$ cat config.mk
export PLATFORM = sky130hd
export DESIGN_NAME = quarter_rate_shifter
export DESIGN_NICKNAME = d
export VERILOG_FILES = /design/src/rtl/qrs_pkg.sv /design/src/rtl/qrs_sat_neg.sv /design/src/rtl/qrs_phase_ctrl.sv /design/src/rtl/qrs_rotator.sv /design/src/rtl/quarter_rate_shifter.sv
export SDC_FILE = /design/constraint.sdc
export NUM_CORES = 1
export LEC_CHECK = 0
export BUFFER_PORTS_ARGS = -buffer_cell sky130_fd_sc_hd__buf_2
export CAP_MARGIN = 20
export CORE_ASPECT_RATIO = 1.1
export CORE_MARGIN = 10
export CORE_UTILIZATION = 45
export CTS_BUF_LIST = sky130_fd_sc_hd__clkbuf_16
export CTS_CLUSTER_DIAMETER = 80
export DETAILED_ROUTE_END_ITERATION = 10
export PLACE_DENSITY = 0.76
export SYNTH_ARGS = -nofsm -noshare
export SYNTH_HDL_FRONTEND = slang
export SYNTH_SLANG_ARGS = --single-unit
$ cat constraint.sdc
create_clock -name clk -period 2.4 [get_ports clk]
set_input_delay 0.24 -clock clk [delete_from_list [all_inputs] [get_ports clk]]
set_output_delay 0.24 -clock clk [all_outputs]
set_load 0.05 [all_outputs]
$ cat src/rtl/qrs_pkg.sv
// Package: shared mode encoding and rotation codes for the quarter-rate shifter.
// Assumes two's complement sample components.
package qrs_pkg;

    // Run-time shift selection; the last code is a second bypass encoding.
    typedef enum logic [1:0] {
        MODE_PASS     = 2'b00,
        MODE_UP       = 2'b01,
        MODE_DOWN     = 2'b10,
        MODE_PASS_ALT = 2'b11
    } shift_mode_e;

    // Rotation applied to one sample, in quarter turns counter-clockwise.
    typedef enum logic [1:0] {
        ROT_0   = 2'd0,   // multiply by 1
        ROT_90  = 2'd1,   // multiply by +j
        ROT_180 = 2'd2,   // multiply by -1
        ROT_270 = 2'd3    // multiply by -j
    } rot_code_e;

endpackage

$ cat src/rtl/qrs_sat_neg.sv
// Module: saturating two's complement negation of one component.
// Purely combinational. The most negative input maps to the most positive
// value, because its true negation does not fit in W bits.
module qrs_sat_neg #(
    parameter int W = 8
) (
    input  logic [W-1:0] a,
    output logic [W-1:0] y
);
    localparam logic [W-1:0] MOST_NEG = {1'b1, {(W-1){1'b0}}};
    localparam logic [W-1:0] MOST_POS = {1'b0, {(W-1){1'b1}}};
    localparam logic [W-1:0] ONE      = {{(W-1){1'b0}}, 1'b1};

    // Negate, clamping the single value that would overflow.
    always_comb begin
        if (a == MOST_NEG) y = MOST_POS;
        else               y = (~a) + ONE;
    end

    // A negation can never produce the most negative code.
    always_comb begin
        AST_NEG_NO_WRAP: assert (y != MOST_NEG);
    end
endmodule

$ cat src/rtl/qrs_phase_ctrl.sv
// Module: rotation sequencer.
// Tracks the quarter-turn index of the current sample, which advances only on
// accepted samples and restarts at zero when the mode differs from the mode of
// the previous accepted sample. It turns the index into a rotation code for
// the selected direction. It assumes the mode may change in any cycle.
module qrs_phase_ctrl
    import qrs_pkg::*;
#(
    parameter int IDX_W = 2
) (
    input  logic             clk,
    input  logic             rst_n,
    input  logic             accept,
    input  logic [1:0]       mode,
    output logic [IDX_W-1:0] rot_code
);
    localparam logic [IDX_W-1:0] IDX_ONE = {{(IDX_W-1){1'b0}}, 1'b1};

    logic [IDX_W-1:0] idx_q;
    logic [1:0]       last_mode_q;
    logic [IDX_W-1:0] cur_idx;
    logic             mode_changed;

    // Detect a mode change against the last accepted sample and pick the index.
    always_comb begin
        mode_changed = (mode != last_mode_q);
        cur_idx      = mode_changed ? '0 : idx_q;
    end

    // Map the index to a rotation: forward when shifting up, reversed when down.
    always_comb begin
        unique case (shift_mode_e'(mode))
            MODE_UP:   rot_code = cur_idx;
            MODE_DOWN: rot_code = '0 - cur_idx;
            default:   rot_code = '0;
        endcase
    end

    // Advance the index and remember the mode on each accepted sample.
    always_ff @(posedge clk) begin
        if (!rst_n) begin
            idx_q       <= '0;
            last_mode_q <= MODE_PASS;
        end else if (accept) begin
            idx_q       <= cur_idx + IDX_ONE;
            last_mode_q <= mode;
        end
    end

    AST_IDX_HOLD: assert property (@(posedge clk) disable iff (!rst_n) !accept |=> $stable(idx_q));
    AST_IDX_STEP: assert property (@(posedge clk) disable iff (!rst_n) (accept && !mode_changed) |=> idx_q == $past(idx_q) + IDX_ONE);
    AST_IDX_RESTART: assert property (@(posedge clk) disable iff (!rst_n) (accept && mode_changed) |=> idx_q == IDX_ONE);
endmodule

$ cat src/rtl/qrs_rotator.sv
// Module: quarter-turn rotator for one complex sample.
// Combinational swap/negate network. Needs no multiplier. Negation saturates.
module qrs_rotator
    import qrs_pkg::*;
#(
    parameter int W = 8
) (
    input  logic [W-1:0] re_in,
    input  logic [W-1:0] im_in,
    input  logic [1:0]   rot,
    output logic [W-1:0] re_out,
    output logic [W-1:0] im_out
);
    logic [W-1:0] re_neg;
    logic [W-1:0] im_neg;

    qrs_sat_neg #(.W(W)) u_neg_re (.a(re_in), .y(re_neg));
    qrs_sat_neg #(.W(W)) u_neg_im (.a(im_in), .y(im_neg));

    // Select the swapped and/or negated components for the requested turn.
    always_comb begin
        unique case (rot_code_e'(rot))
            ROT_90:  begin re_out = im_neg; im_out = re_in;  end
            ROT_180: begin re_out = re_neg; im_out = im_neg; end
            ROT_270: begin re_out = im_in;  im_out = re_neg; end
            default: begin re_out = re_in;  im_out = im_in;  end
        endcase
    end
endmodule

$ cat src/rtl/quarter_rate_shifter.sv
// Module: fs/4 complex frequency shifter, top level.
// Rotates each accepted I/Q sample by the quarter turn that the sequencer
// chooses, then registers the result. Latency is one cycle. The output data
// holds its value during cycles with no input. Assumes in_valid is free to
// toggle every cycle; there is no back-pressure.
module quarter_rate_shifter
    import qrs_pkg::*;
#(
    parameter int DATA_W = 8
) (
    input  logic              clk,
    input  logic              rst_n,
    input  logic [1:0]        mode,
    input  logic              in_valid,
    input  logic [DATA_W-1:0] in_i,
    input  logic [DATA_W-1:0] in_q,
    output logic              out_valid,
    output logic [DATA_W-1:0] out_i,
    output logic [DATA_W-1:0] out_q
);
    localparam int IDX_W = 2;

    logic [IDX_W-1:0]  rot_code;
    logic [DATA_W-1:0] rot_i;
    logic [DATA_W-1:0] rot_q;
    logic              is_bypass;

    qrs_phase_ctrl #(.IDX_W(IDX_W)) u_phase (
        .clk      (clk),
        .rst_n    (rst_n),
        .accept   (in_valid),
        .mode     (mode),
        .rot_code (rot_code)
    );

    qrs_rotator #(.W(DATA_W)) u_rot (
        .re_in  (in_i),
        .im_in  (in_q),
        .rot    (rot_code),
        .re_out (rot_i),
        .im_out (rot_q)
    );

    // Flag both bypass encodings for the checks below.
    always_comb begin
        is_bypass = (mode == MODE_PASS) || (mode == MODE_PASS_ALT);
    end

    // Output register: valid follows input, data loads only on accepted samples.
    always_ff @(posedge clk) begin
        if (!rst_n) begin
            out_valid <= 1'b0;
            out_i     <= '0;
            out_q     <= '0;
        end else begin
            out_valid <= in_valid;
            if (in_valid) begin
                out_i <= rot_i;
                out_q <= rot_q;
            end
        end
    end

    AST_VALID_ON: assert property (@(posedge clk) disable iff (!rst_n) in_valid |=> out_valid);
    AST_VALID_OFF: assert property (@(posedge clk) disable iff (!rst_n) !in_valid |=> !out_valid);
    AST_DATA_HOLD: assert property (@(posedge clk) disable iff (!rst_n) !in_valid |=> ($stable(out_i) && $stable(out_q)));
    AST_BYPASS_COPY: assert property (@(posedge clk) disable iff (!rst_n) (in_valid && is_bypass) |=> (out_i == $past(in_i) && out_q == $past(in_q)));
endmodule

# Word level (Yosys, flattened, before mapping)
# Index checks and enable logic that the tools add are counted.
word_totals:
  input_bits: 21
  register_bits: 21
  out_inout_bits: 17
classes:
  muxes: 6
  n_eq_ne: 8
  n_addsub: 4
  bitwise: 2
ops:
  columns: ["cell", "count"]
  rows:
  - ["$pmux W8 S3", 2]
  - ["$add A8 B1 Y8 const B", 2]
  - ["$eq A8 B8 Y1 const B", 2]
  - ["$mux W8", 2]
  - ["$not A8 Y8", 2]
  - ["$eq A2 B2 Y1 const B", 3]
  - ["$eq A2 B1 Y1 const B", 2]
  - ["$pmux W2 S2", 1]
  - ["$add A2 B1 Y2 const B", 1]
  - ["$mux W2", 1]
  - ["$ne A2 B2 Y1", 1]
  - ["$sub A1 B2 Y2 const A", 1]

# Depth between registers and ports, before layout
logic_depth:
  depth_word: 6
  depth_mapped: 9
  depth_no_buf: 7

# Hierarchy
# A second synthesis with hierarchy kept.
unflattened:
  hier_cells: 154
  hier_area_um2: 1677.9
modules_own_cells:
  columns: ["mod", "instances", "cells_per_inst", "area_each_um2"]
  rows:
  - ["quarter_rate_shifter", 1, 53, 643.1]
  - ["qrs_rotator", 1, 20, 435.4]
  - ["qrs_sat_neg", 2, 26, 172.7]
  - ["qrs_phase_ctrl", 1, 29, 254.0]

# Least setup slack after synthesis
# OpenSTA, ideal clock, no wires.
synth_timing:
  path_kind: "input to register"
  start: "input mode[0]"
  end: "register out_q[6]"
  arrival_ps: 1668
  path_stages: 6
  setup_ps: 117
  slack_ps: 614
  t_required_ps: 2283
  path_cell_list: "inv_1 -> ha_1 -> or3_4 -> buf_6 -> o32a_1 -> a32o_1"
synth_via:
  elab_chain_len: 6
synth_lines:
  columns: ["item", "line_no", "rtl"]
  rows:
  - ["from (decl)", "quarter_rate_shifter.sv:13", "input logic [1:0] mode,"]
  - ["$ne A2 B2 Y1", "qrs_phase_ctrl.sv:26", "mode_changed = (mode != last_mode_q);"]
  - ["$mux W2", "qrs_phase_ctrl.sv:27", "cur_idx = mode_changed ? '0 : idx_q;"]
  - ["$sub A1 B2 Y2", "qrs_phase_ctrl.sv:34", "MODE_DOWN: rot_code = '0 - cur_idx;"]
  - ["$pmux W2 S2 (*)", "qrs_phase_ctrl.sv:32", "unique case (shift_mode_e'(mode))"]
  - ["$eq A2 B2 Y1 or $eq A2 B1 Y1 (tied branches)", "qrs_rotator.sv:22", "unique case (rot_code_e'(rot))"]
  - ["$pmux W8 S3 (*)", "qrs_rotator.sv:22", null]
  - ["to (signal assigned)", "quarter_rate_shifter.sv:59", "out_q <= rot_q;"]
  - ["to (decl)", "quarter_rate_shifter.sv:19", "output logic [DATA_W-1:0] out_q"]
# Mark *: on every way between the ends. The rest lies on a longest branch, timed or not.
# A chain may end at the register's enable or synchronous reset.

# Worst setup path in the final report
layout_timing:
  start: "register u_phase.idx_q[0]"
  end: "register out_q[5]"
layout_via:
  elab_chain_len: 5
layout_lines:
  columns: ["item", "line_no", "rtl"]
  rows:
  - ["from (decl)", "qrs_phase_ctrl.sv:19", "logic [IDX_W-1:0] idx_q;"]
  - ["from (signal assigned)", "qrs_phase_ctrl.sv:45", "idx_q <= cur_idx + IDX_ONE;"]
  - ["$mux W2 (*)", "qrs_phase_ctrl.sv:27", null]
  - ["$sub A1 B2 Y2", "qrs_phase_ctrl.sv:34", null]
  - ["$pmux W2 S2 (*)", "qrs_phase_ctrl.sv:32", null]
  - ["$eq A2 B2 Y1 or $eq A2 B1 Y1 (tied branches)", "qrs_rotator.sv:22", null]
  - ["$pmux W8 S3 (*)", "qrs_rotator.sv:22", null]
# Marks and branches as above.

==> flow_metrics.py <==
metrics = {
    "layout": {
        "design_area_sq_um": 2100,
        "syn_to_final_growth_pct": 17.7,
        "nNetsFinal": 297,
        "antenna_cells": 0,
        "fill_cells": 356,
        "layout-drive-gt1-share": 0.232,
    },
    "logic_synthesis": {
        "synth_edf_count": 0,
        "ys_seq_area_frac": 0.235,
        "synth_cells": 238,
        "ys_warn_count": 0,
        "async_reset_ff_frac": 0,
        "synthDistinctLibCells": 57,
        "synthesis.nets": 263,
        "netlist_area_sq_um": 1790,
        "avgSynthCellArea_sq_um": 7.51,
        "ys_ff_latch": 21,
        "synthFlopType": "dfxtp_1",
    },
    "timing": {
        "skew_ns": 0.00405,
        "final_max_slew_viol_count": 0,
        "fmax_mhz": 489,
        "rsz0062_at_grt": "false",
        "finalHoldViolCount": 0,
        "period_share": 0.853,
        "max_slew_margin": 0.639,
        "whs_ns": 0.271,
        "tns_ns": 0,
        "final.setup.worst_slack_ns": 0.353,
        "setup_viol": 0,
        "worst_pin_slew_ns": 0.541,
        "post-route-min-period_ns": 2.05,
    },
    "critical_path": {
        "cp_num_buf_inv": 0,
        "arrival_ns": 2.18,
        "endpoint_kind": "register",
        "reg2reg_slack_ns": 0.35,
        "crit_type": "register to register",
        "cp_slowest_cell": "dfxtp_1",
        "reg2regPathDepth": 5,
        "r2r-start": "u_phase.idx_q[0]$_SDFFE_PN0P_",
        "critPathTopFamily": "simple AND/OR/NAND/NOR gates",
        "startpoint_type": "register",
        "path_cells": "nor2b_1, nand2_1, and2_1, a221oi_1, a211oi_1",
        "max_stage_delay_ns": 0.66,
        "worst_r2r_endpoint": "out_q[5]$_SDFFE_PN0P_",
        "cp.required_ns": 2.53,
        "cp_max_fo": 17,
    },
    "cts": {
        "h-tree-depth": 1,
        "numCtsBuffers": 3,
        "cts_tree": "done",
        "clock-sinks": 21,
        "post_cts_resized": 0,
        "clockBufferDepth": 2,
        "insertion_delay_ns": 0.26,
        "cts_hold_buf": 0,
        "clock-root-buffer": "clkbuf_16",
        "clk_pin_slew_ns": 0.06,
        "post_cts_buffers": 0,
    },
    "power": {
        "p_leak_nw": 0.848,
        "cellPowerDensity_nw_per_um2": 513,
        "vdd_drop_max_mv": 0.367,
        "design_power_total_mw": 1.08,
    },
    "placement": {
        "placed_cell_area_sq_um": 2020,
        "pre_cts_ws_ns": 0.269,
        "port_buffers": 37,
        "place.gp.congestion": 0.957,
        "dp_hpwl_um": 4300,
    },
    "grt": {
        "grt_first_pass_wirelength_um": 9410,
        "gr-total-overflow": 0,
        "grt.total_usage": 0.167,
        "grt_max_degree": 18,
        "antenna_found_initial": 0,
        "grt_pass1_vias": 1912,
    },
    "floorplanning": {
        "die_y_um": 86.1,
        "initial_utilization": 0.478,
        "core.rowCount": 23,
        "die_w_um": 80.1,
        "io_pins": 38,
        "die-area_sq_um": 6890,
        "core_sq_um": 3740,
    },
    "worst_hold_path": {
        "hold_depth": 3,
        "min_from": "mode[0]",
        "hold_end": "u_phase.last_mode_q[0]$_SDFFE_PN0P_",
        "hold_class": "input port to register",
    },
    "drt": {
        "drc_errors": 0,
        "num_vias": 2020,
        "vias_per_cell": 6.29,
        "drt_iter0_markers": 250,
        "dr.pass1.iters": 5,
        "drtAntennaViolNets": 0,
        "routedWlPerCell_um": 18.1,
        "wirelength_um": 5810,
    },
    "flow_run": {
        "maxCapViolCount": 0,
    },
    "status": {
        "status": "finished, final reports clean",
    },
}
[where the power goes]
group          internal (mW)  switching (mW)  total (mW)
Clock                  0.224           0.144       0.369
Combinational         0.0996           0.220       0.320
Sequential             0.373          0.0179       0.391
Total                  0.697           0.382        1.08
[layout make-up]
class / instances / area (sq um) / area share
Clock buffer: 3 / 75.1 / 0.0357
Clock inverter: 1 / 5.00 / 0.00238
Inverter: 10 / 37.5 / 0.0178
Multi-Input combinational cell: 190 / 1250 / 0.594
Sequential cell: 21 / 420 / 0.200
Tap cell: 50 / 62.6 / 0.0297
Timing Repair Buffer: 46 / 253 / 0.120
[cells in the mapped netlist (3+ instances only)]
library cell | count | area share
dfxtp_1 | 21 | 0.24
ha_1 | 4 | 0.028
a31oi_1 | 3 | 0.011
nand2_1 | 20 | 0.042
buf_2 | 6 | 0.017
nor3_1 | 8 | 0.022
a211oi_1 | 3 | 0.013
a21oi_1 | 14 | 0.039
nand2b_1 | 8 | 0.028
nand3_1 | 7 | 0.020
inv_1 | 10 | 0.021
o31ai_1 | 5 | 0.021
nor2_1 | 17 | 0.036
a211o_1 | 3 | 0.015
and2_1 | 3 | 0.011
xor2_1 | 4 | 0.020
a21o_1 | 3 | 0.013
o21ai_0 | 24 | 0.067
clkbuf_1 | 10 | 0.021
and3_1 | 3 | 0.011
a221oi_1 | 12 | 0.059
mux2i_1 | 4 | 0.022
[layer usage]
layer / vias to the layer above / track usage / share of wire
met4: 0 / 0.0962 / 0.031
met2: 101 / 0.264 / 0.47
li1: 962 / - / -
met3: 19 / 0.0428 / 0.091
met5: - / 0 / 0
met1: 938 / 0.197 / 0.40
[placed cells by master (no fill, tap or decap), types with 5 or more instances in the layout]
cell,Yosys,layout
nand2_1,20,20
buf_2,6,37
nand2b_1,8,8
buf_4,0,9
nor3_1,8,8
a21oi_1,14,14
nand3_1,7,7
a221oi_1,12,12
o21ai_0,24,24
inv_1,10,10
nor2_1,17,17
dfxtp_1,21,21
o31ai_1,5,5
[how the worst max path moves through the flow]
stage | from | to | slack (ns) | cells after the start
4_1_cts | u_phase.idx_q[0]$_SDFFE_PN0P_ | out_q[5]$_SDFFE_PN0P_ | 0.42 | 5
3_5_place_dp | mode[0] | out_i[0]$_SDFFE_PN0P_ | 0.27 | 8
3_3_place_gp | in_q[2] | out_q[7]$_SDFFE_PN0P_ | 0.30 | 6
6_report | u_phase.idx_q[0]$_SDFFE_PN0P_ | out_q[5]$_SDFFE_PN0P_ | 0.35 | 5
5_1_grt | u_phase.idx_q[0]$_SDFFE_PN0P_ | out_i[0]$_SDFFE_PN0P_ | 0.22 | 5
2_1_floorplan | mode[0] | out_q[6]$_SDFFE_PN0P_ | 0.61 | 6
[worst min-delay path: cells and delay by family]
family        cells  cell delay, ns
buf+inv           1            0.11
simple gates      1            0.07
mux               1            0.07
[registers in the layout (all words and copies together), names as in the netlist]
signal,count
out_valid,1
u_phase.idx_q,2
out_q,8
out_i,8
u_phase.last_mode_q,2
[cell families after synthesis]
| kind of cell | Yosys count | share of synthesized area |
|---|---|---|
| AO/OA/AOI/OAI | 89 | 0.342 |
| AND/OR/NAND/NOR | 85 | 0.265 |
| buffers and inverters | 27 | 0.0651 |
| flip-flops | 21 | 0.235 |
| XOR/XNOR | 6 | 0.0294 |
| multiplexers | 6 | 0.0350 |
| adder cells (fa/ha/maj) | 4 | 0.0280 |
[stage by stage]
step	util	cells
final	0.562	321
after global placement	0.541	317
after detailed placement	0.541	317
after CTS	0.562	321
after global routing	0.562	321
after floorplan	-	238
Note: power is estimated with default switching activity, not from simulation.
